===== config.mk =====
export PLATFORM = sky130hd
export DESIGN_NAME = perif_regfront
export DESIGN_NICKNAME = d
export VERILOG_FILES = /design/src/rtl/regfront_pkg.sv /design/src/rtl/regfront_decode.sv /design/src/rtl/regfront_mask.sv /design/src/rtl/regfront_status.sv /design/src/rtl/perif_regfront.sv
export SDC_FILE = /design/constraint.sdc
export NUM_CORES = 1
export LEC_CHECK = 0
export BUFFER_PORTS_ARGS = -buffer_cell sky130_fd_sc_hd__clkbuf_2
export CAP_MARGIN = 40
export CORE_ASPECT_RATIO = 1.2
export CORE_MARGIN = 1
export CORE_UTILIZATION = 41
export DETAILED_ROUTE_END_ITERATION = 12
export GPL_TIMING_DRIVEN = 1
export PLACE_DENSITY = 0.79
export SLEW_MARGIN = 20
export SYNTH_ARGS = -nofsm -noshare
export SYNTH_HDL_FRONTEND = slang
export SYNTH_HIERARCHICAL = 1
export SYNTH_SLANG_ARGS = --single-unit

===== constraint.sdc =====
create_clock -name clk_i -period 1.8 [get_ports clk_i]
set_input_delay 0.36 -clock clk_i [delete_from_list [all_inputs] [get_ports clk_i]]
set_output_delay 0.36 -clock clk_i [all_outputs]
set_load 0.01 [all_outputs]

===== src/rtl/regfront_pkg.sv =====
package regfront_pkg;

    localparam int BUS_W = 32;

    // word offsets; software depends on these positions
    localparam int OFS_CMD  = 0;
    localparam int OFS_MODE = 1;
    localparam int OFS_STAT = 2;
    localparam int OFS_MEN  = 3;
    localparam int OFS_MDIS = 4;
    localparam int OFS_MRD  = 5;

    typedef struct packed {
        logic cmd;
        logic mode;
        logic stat;
        logic men;
        logic mdis;
        logic mrd;
    } sel_t;

endpackage


===== src/rtl/regfront_decode.sv =====
module regfront_decode
    import regfront_pkg::*;
#(
    parameter int WIDX_W = 6
) (
    input  logic [WIDX_W-1:0] widx_i,
    output sel_t              sel_o
);

    always_comb begin
        sel_o      = '0;
        sel_o.cmd  = (widx_i == WIDX_W'(OFS_CMD));
        sel_o.mode = (widx_i == WIDX_W'(OFS_MODE));
        sel_o.stat = (widx_i == WIDX_W'(OFS_STAT));
        sel_o.men  = (widx_i == WIDX_W'(OFS_MEN));
        sel_o.mdis = (widx_i == WIDX_W'(OFS_MDIS));
        sel_o.mrd  = (widx_i == WIDX_W'(OFS_MRD));
    end

endmodule


===== src/rtl/regfront_mask.sv =====
module regfront_mask #(
    parameter int NSRC = 8
) (
    input  logic            clk_i,
    input  logic            rst_ni,
    input  logic            en_we_i,
    input  logic            dis_we_i,
    input  logic [NSRC-1:0] bits_i,
    input  logic [NSRC-1:0] hw_clr_i,
    output logic [NSRC-1:0] mask_o
);

    typedef struct packed {
        logic [NSRC-1:0] mask;
    } mstate_t;

    mstate_t         st_d, st_q;
    logic [NSRC-1:0] set_bits, clr_bits;

    always_comb begin
        set_bits = en_we_i  ? bits_i : '0;
        clr_bits = (dis_we_i ? bits_i : '0) | hw_clr_i;
        st_d     = st_q;
        // clear applied last: it wins over a same-bit enable
        st_d.mask = (st_q.mask | set_bits) & ~clr_bits;
    end

    always_ff @(posedge clk_i) begin
        if (!rst_ni) st_q <= '0;
        else         st_q <= st_d;
    end

    assign mask_o = st_q.mask;

    p_enable_sets_r2: assert property (@(posedge clk_i) disable iff (!rst_ni)
        en_we_i |=> ((mask_o & $past(bits_i & ~clr_bits)) == $past(bits_i & ~clr_bits)));

    p_clear_wins_r10: assert property (@(posedge clk_i) disable iff (!rst_ni)
        (clr_bits != '0) |=> ((mask_o & $past(clr_bits)) == '0));

    p_hold_r3: assert property (@(posedge clk_i) disable iff (!rst_ni)
        (!en_we_i && clr_bits == '0) |=> $stable(mask_o));

endmodule


===== src/rtl/regfront_status.sv =====
module regfront_status #(
    parameter int NSRC = 8
) (
    input  logic            clk_i,
    input  logic            rst_ni,
    input  logic [NSRC-1:0] set_i,
    input  logic [NSRC-1:0] clr_i,
    output logic [NSRC-1:0] status_o
);

    typedef struct packed {
        logic [NSRC-1:0] bits;
    } sstate_t;

    sstate_t st_d, st_q;

    always_comb begin
        st_d = st_q;
        for (int i = 0; i < NSRC; i++) begin
            if (set_i[i])      st_d.bits[i] = 1'b1;
            else if (clr_i[i]) st_d.bits[i] = 1'b0;
        end
    end

    always_ff @(posedge clk_i) begin
        if (!rst_ni) st_q <= '0;
        else         st_q <= st_d;
    end

    assign status_o = st_q.bits;

    p_set_wins_r8: assert property (@(posedge clk_i) disable iff (!rst_ni)
        (set_i != '0) |=> ((status_o & $past(set_i)) == $past(set_i)));

    p_quiet_hold_r8: assert property (@(posedge clk_i) disable iff (!rst_ni)
        (set_i == '0 && clr_i == '0) |=> $stable(status_o));

endmodule


===== src/rtl/perif_regfront.sv =====
module perif_regfront
    import regfront_pkg::*;
#(
    parameter int ADDR_W = 8,
    parameter int NCMD   = 4,
    parameter int NMODE  = 6,
    parameter int NSRC   = 8
) (
    input  logic              clk_i,
    input  logic              rst_ni,
    input  logic [ADDR_W-1:0] addr_i,
    input  logic              we_i,
    input  logic              rd_en_i,
    input  logic [31:0]       wdata_i,
    output logic [31:0]       rdata_o,
    output logic [NCMD-1:0]   cmd_o,
    output logic [NMODE-1:0]  mode_o,
    input  logic [NSRC-1:0]   stat_set_i,
    input  logic [NSRC-1:0]   stat_clr_i,
    input  logic [NSRC-1:0]   mask_clr_i,
    output logic              irq_o
);

    localparam int WIDX_W = ADDR_W - 2;

    typedef struct packed {
        logic [NMODE-1:0] mode;
        logic [NCMD-1:0]  cmd;
        logic [BUS_W-1:0] rdata;
    } tstate_t;

    tstate_t         st_d, st_q;
    sel_t            sel;
    logic [NSRC-1:0] mask, status;
    logic [WIDX_W-1:0] widx;
    logic            unused_bits;

    assign widx        = addr_i[ADDR_W-1:2];
    assign unused_bits = ^{addr_i[1:0], wdata_i};

    regfront_decode #(.WIDX_W(WIDX_W)) u_dec (
        .widx_i (widx),
        .sel_o  (sel)
    );

    regfront_mask #(.NSRC(NSRC)) u_mask (
        .clk_i    (clk_i),
        .rst_ni   (rst_ni),
        .en_we_i  (we_i && sel.men),
        .dis_we_i (we_i && sel.mdis),
        .bits_i   (wdata_i[NSRC-1:0]),
        .hw_clr_i (mask_clr_i),
        .mask_o   (mask)
    );

    regfront_status #(.NSRC(NSRC)) u_stat (
        .clk_i    (clk_i),
        .rst_ni   (rst_ni),
        .set_i    (stat_set_i),
        .clr_i    (stat_clr_i),
        .status_o (status)
    );

    always_comb begin
        st_d       = st_q;
        st_d.cmd   = (we_i && sel.cmd) ? wdata_i[NCMD-1:0] : '0;
        if (we_i && sel.mode) st_d.mode = wdata_i[NMODE-1:0];
        st_d.rdata = '0;
        if (rd_en_i) begin
            unique case (1'b1)
                sel.mode: st_d.rdata = BUS_W'(st_q.mode);
                sel.stat: st_d.rdata = BUS_W'(status);
                sel.mrd:  st_d.rdata = BUS_W'(mask);
                default:  st_d.rdata = '0;
            endcase
        end
    end

    always_ff @(posedge clk_i) begin
        if (!rst_ni) st_q <= '0;
        else         st_q <= st_d;
    end

    assign rdata_o = st_q.rdata;
    assign cmd_o   = st_q.cmd;
    assign mode_o  = st_q.mode;
    assign irq_o   = |(status & mask);

    p_cmd_origin_r6: assert property (@(posedge clk_i) disable iff (!rst_ni)
        (cmd_o != '0) |-> $past(we_i && sel.cmd));

    p_rdata_idle_r11: assert property (@(posedge clk_i) disable iff (!rst_ni)
        !$past(rd_en_i) |-> (rdata_o == '0));

    p_mode_hold_r7: assert property (@(posedge clk_i) disable iff (!rst_ni)
        !(we_i && sel.mode) |=> $stable(mode_o));

endmodule


==> metrics.yaml <==
routing:
  vias_per_cell: 4.96
  vias: 1350
  ant_nets: 0
  wire_per_inst_um: 12.2
  drtIter0Drc: 47
  wl_um: 3320
  drt-pass1-iter-count: 4
  drc: 0
pwr:
  power.share.sequential_pct: 54.5
  power_density_nw_per_um2: 724
  p_leak_nw: 0.869
  comb_power_share_pct: 9.7
  p_int_mw: 1.09
  ir_worst_vdd_mv: 0.425
  p_sw_share_pct: 23.8
  switchingPower_mw: 0.339
  pwr-share-clk_pct: 35.8
  total_power_mw: 1.43
floorplan:
  die_w_um: 59.9
  die_y_um: 71.5
  pin_count: 111
  die_area_um2: 4290
  rows: 24
  core_um2: 3750
  initial_core_util_pct: 44.0
grt:
  grt_usage_pct: 17.2
  grtUsageMet1_pct: 22.2
  grt_max_degree: 20
  grt_pass1_vias: 1204
  grt_pass1_wl_um: 5440
  grt_use_met2_pct: 25.8
  grt-ovfl-total: 0
  grt.met3_usage_pct: 5.96
  antenna_found_initial: 0
  grt.busiest_layer: "met2"
clock_network:
  clockBufferDepth: 2
  numCtsBuffers: 5
  cts_tree: "done"
  htree_num_levels: 2
  root_buffer: "clkbuf_8"
  cts_hold_buf: 0
  clkSlewWorstSetupHoldPaths_ns: 0.07
  clkLatencyLatePin_ns: 0.28
  cts_sinks: 34
  post_cts_buffers: 0
  ctsResizeCount: 0
yosys:
  synth_edf_count: 0
  synth_top_flop_cell: "dfxtp_1"
  async_flop_share_pct: 0
  ys_types: 28
  ys_seq_area_share_pct: 41.2
  synth_area_per_cell_um2: 10.5
  netlist_instances: 157
  synth_seq_cells: 34
  ys_warn_count: 6
  syn_area_um2: 1650
final_layout:
  drive_gt1_share_pct: 41.4
  mostFrequentLayoutCell: "clkbuf_2"
  syn_to_final_growth_pct: 19.2
  layout.nets: 288
  diodes: 0
  post-route-util_pct: 52.4
  layout_common_cells: "clkbuf_2, dfxtp_1, conb_1, o21a_1, nor2_1"
timing:
  fin_worst_skew_ns: 0.00937
  hold_viol_final: 0
  setup_viol: 0
  drv_slew: 0
  fmax_mhz: 622
  fin_crit_sh_pct: 89.3
  period_minus_slack_ns: 1.61
  rsz0062_at_grt: "no"
flow_run:
  maxCapViolCount: 0
placed_design:
  finalWeightedCongestion: 0.785
  dp_hpwl_um: 2640
  placement.io_buffers: 60
critical_path:
  path_max_fanout: 8
  cp.required_ns: 1.97
  crit_path_end_kind: "register"
  cp.arrival_ns: 1.78
  cp-start-kind: "input pin"
  worstSetupPathType: "input pin to register"
outcome:
  outcome: "finished clean"
hold_path:
  min_path_type: "input pin to register"
state kept, by name (all words and copies together) (netlist names):
register         cells
rdata_o              8
cmd_o                4
mode_o               6
u_stat/status_o      8
u_mask/mask_o        8
power groups by stage:
stage          clock network [mW]  registers, mW  logic (mW)
6_report                    0.511          0.776       0.138
5_1_grt                     0.555          0.777       0.154
4_1_cts                     0.520          0.776       0.138
3_5_place_dp                    0          0.793       0.137
3_3_place_gp                    0          0.792       0.136
2_1_floorplan                   0          0.789       0.109
layout make-up:
cell class / count / area (um2)
inverter: 1 / 3.75
timing repair buffer: 65 / 338
tap: 52 / 65.1
clock inverter: 2 / 10.0
multi-input combinational: 113 / 802
clock buffer: 5 / 68.8
sequential: 34 / 681
fill: 355 / 1790
through the flow:
| step | setup WS (ns) | setup TNS (ns) | hold slack (ns) | std cells | area (um2) |
|---|---|---|---|---|---|
| 4_1_cts | 0.194 | 0 | 0.232 | 272 | 1970 |
| 5_1_grt | 0.123 | 0 | 0.228 | 272 | 1970 |
| 3_3_place_gp | -0.0501 | -0.683 | 0.521 | 265 | 1890 |
| 6_report | 0.192 | 0 | 0.236 | 272 | 1970 |
| 3_5_place_dp | -0.0964 | -1.10 | 0.531 | 265 | 1890 |
| 2_1_floorplan | 0.172 | 0 | 0.440 | 180 | 1740 |
cells by family after synthesis:
logic type | share of synthesized area, %
buffers and inverters | 15.5
other | 0.227
and+or+nand+nor | 18.2
DFF | 41.2
AOI/OAI and AO/OA | 24.9
synth_stat cells, drive strengths merged (2+ instances only):
cell type   n  area [um2]
and2        6        37.5
and3        7        51.3
buf        30         241
a222oi      6        60.1
nor2b       8         110
nor2       11        41.3
o21a       14         105
a2111oi     8        90.1
nor3        2        10.0
a21boi      6        45.0
dfxtp      34         681
clkbuf      2        10.0
a21oi       8        40.0
a22oi       6        45.0
path summary, 6_finish.rpt:
path	slack, ns	cells past startpoint	startpoint	endpoint
worst max-delay path	0.19	6	addr_i[7]	u_mask/mask_o[2]
worst min register to register	0.54	2	u_mask/mask_o[0]	u_mask/mask_o[0]
worst max register to register	0.89	2	u_stat/status_o[2]	rdata_o[2]
worst min-delay path	0.24	2	mask_clr_i[1]	u_mask/mask_o[1]
layer usage:
layer / routed length, um / vias to the layer above
li1: - / 652
met1: 1440 / 631
met2: 1630 / 63
met3: 193 / 4
met4: 59 / 0
met5: 0 / -
critical path: stages:
cell       delay, ns
clkbuf_2        0.08
or4_4           0.52
nor2_1          0.10
and2_1          0.31
a21oi_1         0.12
a2111oi_1       0.27
No activity file was read; power rests on OpenSTA's default activity.
